$ cat src/rtl/lane_parity_unit.sv
module lane_parity_unit #(
  parameter int LANES  = 8,
  parameter int LANE_W = 8
) (
  input  logic                    clk,
  input  logic                    rst_n,
  input  logic [LANES*LANE_W-1:0] wr_data,
  output logic [LANES-1:0]        wr_par,
  input  logic [LANES*LANE_W-1:0] rd_data,
  input  logic [LANES-1:0]        rd_par,
  input  logic [LANES-1:0]        be_n,
  input  logic                    par_en_n,
  input  logic                    rd_strobe,
  output logic                    chk_n
);

  logic [LANES-1:0] lane_bad;

  for (genvar k = 0; k < LANES; k++) begin : g_lane
    assign wr_par[k]   = ^wr_data[k*LANE_W +: LANE_W];
    assign lane_bad[k] = (^{rd_data[k*LANE_W +: LANE_W], rd_par[k]}) & ~be_n[k];
  end

  wire fail = rd_strobe & ~par_en_n & (|lane_bad);

  always_ff @(posedge clk or negedge rst_n)
    if (!rst_n) chk_n <= 1'b1;
    else        chk_n <= ~fail;

  AST_LOW_NEEDS_STROBE: assert property (@(posedge clk) disable iff (!rst_n)
    !chk_n |-> ($past(rd_strobe) && !$past(par_en_n)));
  AST_REPORT_OFF: assert property (@(posedge clk) disable iff (!rst_n)
    par_en_n |=> chk_n);
  AST_IDLE_HIGH: assert property (@(posedge clk) disable iff (!rst_n)
    !rd_strobe |=> chk_n);
  AST_NO_LANES: assert property (@(posedge clk) disable iff (!rst_n)
    (&be_n) |=> chk_n);

endmodule

$ cat config.mk
export PLATFORM = sky130hd
export DESIGN_NAME = lane_parity_unit
export DESIGN_NICKNAME = d
export VERILOG_FILES = /design/src/rtl/lane_parity_unit.sv
export SDC_FILE = /design/constraint.sdc
export NUM_CORES = 1
export LEC_CHECK = 0
export BUFFER_PORTS_ARGS = -buffer_cell sky130_fd_sc_hd__buf_2
export CORE_MARGIN = 3
export CORE_UTILIZATION = 33
export CTS_BUF_LIST = sky130_fd_sc_hd__clkbuf_8 sky130_fd_sc_hd__clkbuf_16
export DETAILED_ROUTE_END_ITERATION = 8
export GPL_ROUTABILITY_DRIVEN = 0
export PLACE_DENSITY = 0.83
export SYNTH_ARGS = -nofsm -noshare
export SYNTH_HDL_FRONTEND = slang
export SYNTH_SLANG_ARGS = --single-unit
$ cat constraint.sdc
create_clock -name clk -period 0.8 [get_ports clk]
set_input_delay 0.12 -clock clk [delete_from_list [all_inputs] [get_ports clk]]
set_output_delay 0.12 -clock clk [all_outputs]
set_load 0.01 [all_outputs]
; ---- After elaboration in Yosys (flattened, before gate mapping)
; Cells that the tools add are included.
[op_classes]
reduce_logical = 17
bitwise = 20
[op_table]
columns = cell, count
row1 = $reduce_xor 9->1, 8
row2 = $reduce_xor 8->1, 8
row3 = $and 1x1->1, 10
row4 = $not 1->1, 10
row5 = $reduce_or 8->1, 1
[totals]
in_bits = 148
out_inout_bits = 9
ff_bits = 1
wordCells = 38

; ---- Logic depth before layout (Yosys ltp)
[logic_depth]
depth_word = 5
depth_mapped = 5
mapped_depth_nobuf = 5

; ---- Worst setup path after synthesis
; No wires, ideal clock.
[synth_path]
kind = input to register
from = in rd_data[17]
to = reg chk_n
cell_stages = 5
arrival_ps = 1153
t_required_ps = 702
setup_slack_ps = -451
path_cell_list = xnor2_1 > xnor3_1 > xnor2_1 > o22ai_1 > o311ai_1
[synth_via]
elab_chain_len = 5
[synth_rtl]
columns = element, line_no
row1 = from (decl), 9  ; input logic [LANES*LANE_W-1:0] rd_data,
row2 = $reduce_xor 9->1, 21  ; assign lane_bad[k] = (^{rd_data[k*LANE_W +: LANE_W], rd_par[k]}) & ~be_n[k];
row3 = $and 1x1->1, 21
row4 = $reduce_or 8->1, 24  ; wire fail = rd_strobe & ~par_en_n & (|lane_bad);
row5 = $and 1x1->1, 24
row6 = $not 1->1, 28  ; else chk_n <= ~fail;
row7 = to (signal assigned), 28
row8 = to (decl), 14  ; output logic chk_n
; No other way between the ends.

; ---- Worst setup path in the final report
[layout_path]
from = in rd_data[25]
to = reg chk_n
; Same word-level chain as after synthesis.

==> run_summary.xml <==
<?xml version="1.0" encoding="UTF-8"?>
<metrics>
  <group name="run_status">
    <metric name="run_status" unit="">complete, but fails checks</metric>
    <metric name="failed_checks" unit="">negative setup slack</metric>
  </group>
  <group name="layout">
    <metric name="reg_top3" unit="">chk_n (1)</metric>
    <metric name="area_delta_synth_final" unit="%">118.7</metric>
    <metric name="largest_reg_flops" unit="">1</metric>
    <metric name="finish.net_count" unit="">427</metric>
    <metric name="utilization" unit="%">77.43</metric>
    <metric name="largest_register" unit="">chk_n</metric>
    <metric name="final_cell_count_no_fill" unit="">323</metric>
    <metric name="post_route_cells_drive_above_1_share" unit="%">70.04</metric>
    <metric name="antenna_cells" unit="">0</metric>
  </group>
  <group name="drt">
    <metric name="routed_wl" unit="mm">4.650</metric>
    <metric name="antenna_nets_post_route" unit="">0</metric>
    <metric name="via_per_inst" unit="">4.347</metric>
    <metric name="avg_wl_per_cell" unit="um">14.40</metric>
    <metric name="drc_violation_count_after_routing" unit="">0</metric>
    <metric name="drt-initial-drc-count" unit="">19</metric>
    <metric name="dr_total_vias" unit="">1404</metric>
    <metric name="drt-pass1-iter-count" unit="">4</metric>
  </group>
  <group name="synth">
    <metric name="synth_top_cell_by_area" unit="">xnor2_1</metric>
    <metric name="synth.yosys.warnings" unit="">0</metric>
    <metric name="ys_seq_elements" unit="">1</metric>
    <metric name="post_synth_main_area_contributors" unit="">xnor2_1 (55%), xnor3_1 (15%), xor2_1 (12%), xor3_1 (5.9%), xnor2_2 (2.7%)</metric>
    <metric name="synthCells" unit="">121</metric>
    <metric name="most_instantiated_cells_after_synthesis" unit="">xnor2_1 (76), xor2_1 (17), xnor3_1 (8)</metric>
    <metric name="seq_area_frac_synth" unit="%">2.156</metric>
    <metric name="synth_top_area_share" unit="%">54.62</metric>
    <metric name="synthFlopType" unit="">dfstp_2</metric>
    <metric name="post-synth-top-count-cell" unit="">xnor2_1</metric>
    <metric name="synth-edff-count" unit="">0</metric>
    <metric name="syn_nets" unit="">269</metric>
    <metric name="post_synthesis_area_per_instance" unit="um2">10.07</metric>
    <metric name="postSynth.asyncResetShare" unit="%">100.0</metric>
    <metric name="synth_cell_types" unit="">13</metric>
    <metric name="cell_area_after_synthesis" unit="um2">1219</metric>
  </group>
  <group name="power">
    <metric name="peakVddDrop" unit="mV">0.4602</metric>
    <metric name="pwr_density_cell" unit="nW/um2">868.0</metric>
    <metric name="p_total" unit="uW">2313</metric>
    <metric name="power.leakage" unit="uW">0.001369</metric>
  </group>
  <group name="global_routing">
    <metric name="grt.overflow.total" unit="">0</metric>
    <metric name="grt_antenna_before_repair" unit="">0</metric>
    <metric name="track_usage" unit="%">18.31</metric>
    <metric name="global_route_wire_length_before_repair" unit="mm">6.189</metric>
    <metric name="grt_start_max_net_pins" unit="">3</metric>
    <metric name="grt_pass1_vias" unit="">1456</metric>
  </group>
  <group name="die">
    <metric name="die_w" unit="um">66.77</metric>
    <metric name="die_area" unit="um2">4458</metric>
    <metric name="io_pins" unit="">157</metric>
    <metric name="floorplan_row_count" unit="">21</metric>
    <metric name="core-area" unit="um2">3442</metric>
    <metric name="initial_core_util" unit="%">35.41</metric>
    <metric name="die_y" unit="um">66.77</metric>
  </group>
  <group name="critical_path">
    <metric name="timing.critical_path.cells" unit="">buf_2 &gt; xor2_1 &gt; xnor3_1 &gt; mux2i_1 &gt; o2111ai_1 &gt; o311ai_1</metric>
    <metric name="worst_path_dominant_cell_family" unit="">XOR/XNOR gates</metric>
    <metric name="cp.arrival" unit="ps">1380</metric>
    <metric name="crit_fanout" unit="">1</metric>
    <metric name="crit_start_category" unit="">input port</metric>
    <metric name="critPathKind" unit="">in -&gt; reg</metric>
    <metric name="worst_path_largest_cell_delay" unit="ps">420</metric>
    <metric name="worst_ep_required_time" unit="ps">700</metric>
    <metric name="startpoint" unit="">rd_data[25]</metric>
    <metric name="worst_setup_path_end_kind" unit="">register</metric>
    <metric name="cp_num_buf_inv" unit="">1</metric>
    <metric name="critical-path-slowest-cell" unit="">xnor3_1</metric>
  </group>
  <group name="sta">
    <metric name="slew_headroom" unit="%">84.02</metric>
    <metric name="setup_viol_count_final" unit="">9</metric>
    <metric name="grt_setup_unrepaired" unit="">yes</metric>
    <metric name="period_needed" unit="ps">1484</metric>
    <metric name="final_critical_path_setup_slack" unit="ps">-684.1</metric>
    <metric name="max_slew.worst_pin.slew" unit="ps">236.0</metric>
    <metric name="period_share" unit="%">185.5</metric>
    <metric name="hold-worst-slack" unit="ps">59.26</metric>
    <metric name="drv_slew" unit="">0</metric>
    <metric name="finalHoldViolations" unit="">0</metric>
    <metric name="fmax" unit="GHz">0.6738</metric>
  </group>
  <group name="flow_run">
    <metric name="cap_viol_max_count" unit="">0</metric>
  </group>
  <group name="place">
    <metric name="placement.io_buffers" unit="">156</metric>
    <metric name="dp_worst_setup_slack" unit="ps">-711.8</metric>
    <metric name="detailed_place_hpwl" unit="mm">3.275</metric>
    <metric name="numPlacedInstances" unit="">323</metric>
  </group>
  <group name="clocking">
    <metric name="clk_pin_slew" unit="ps">0</metric>
    <metric name="cts_hold_buf" unit="">0</metric>
  </group>
  <group name="hold_path">
    <metric name="min-delay-path-class" unit="">in -&gt; async</metric>
  </group>
</metrics>
[worst paths after layout]
kind / cells after the start / slack [ps] / end
min in group clk: 2 / 310 / chk_n
hold / removal: 1 / 60 / chk_n
max in group asynchronous: 1 / 720 / chk_n
setup / recovery: 6 / -680 / chk_n
[cells in the final DEF, fill, tap and decap left out, types with 2 or more instances in the layout]
| cell | n |
|---|---|
| xnor2_4 | 3 |
| nor2_1 | 3 |
| nor2b_1 | 3 |
| buf_6 | 45 |
| xor3_1 | 3 |
| o22ai_1 | 2 |
| xnor2_1 | 45 |
| buf_8 | 3 |
| xnor3_1 | 8 |
| mux2i_1 | 3 |
| xnor2_2 | 30 |
| xor2_1 | 13 |
| buf_2 | 108 |
| xor2_2 | 4 |
[what timing repair did]
item	4_1_cts	5_1_grt
pin swaps	52	11
setup buffers	0	0
cloned	0	0
resized for setup	72	18
setup endpoints to repair	9	9
[layer usage]
layer / global-route usage, % / vias up / share of wire [%]
met3: 3.035 / 2 / 8.8
met1: 15.41 / 631 / 26
met2: 43.07 / 77 / 65
li1: - / 694 / -
met5: 0 / - / 0
met4: 1.015 / 0 / 0.45
[stage by stage]
step / TNS, ps / area, um2
6_report: -1963 / 2665
5_1_grt: -2436 / 2665
4_1_cts: -1842 / 2546
3_5_place_dp: -2111 / 2057
3_3_place_gp: -1927 / 2057
2_1_floorplan: -451.4 / 1219
[report_power, final]
part	switching [uW]	leakage, uW	total [uW]	internal, uW
clock network	0	0	0	0
registers	0.921	0.0000105	61.7	60.8
logic	827	0.00136	2250	1420
[final cells by class]
type                            instances  area, um2
Inverter                                1      3.754
Timing Repair Buffer                  156       1092
Tap cell                               46      57.56
Multi-Input combinational cell        119       1485
Fill cell                             246      777.0
Sequential cell                         1      26.28
[kinds of logic (layout without fill, tap and decap cells)]
logic type	Yosys count	after routing	share of synthesized area (%)
XOR/XNOR	106	106	90.14
multiplexers	3	3	2.464
AND/OR/NAND/NOR	6	6	2.464
buffers and inverters	1	157	0.3077
flip-flops	1	1	2.156
AO/OA/AOI/OAI	4	4	2.464
No activity file was read; power rests on OpenSTA's default activity.
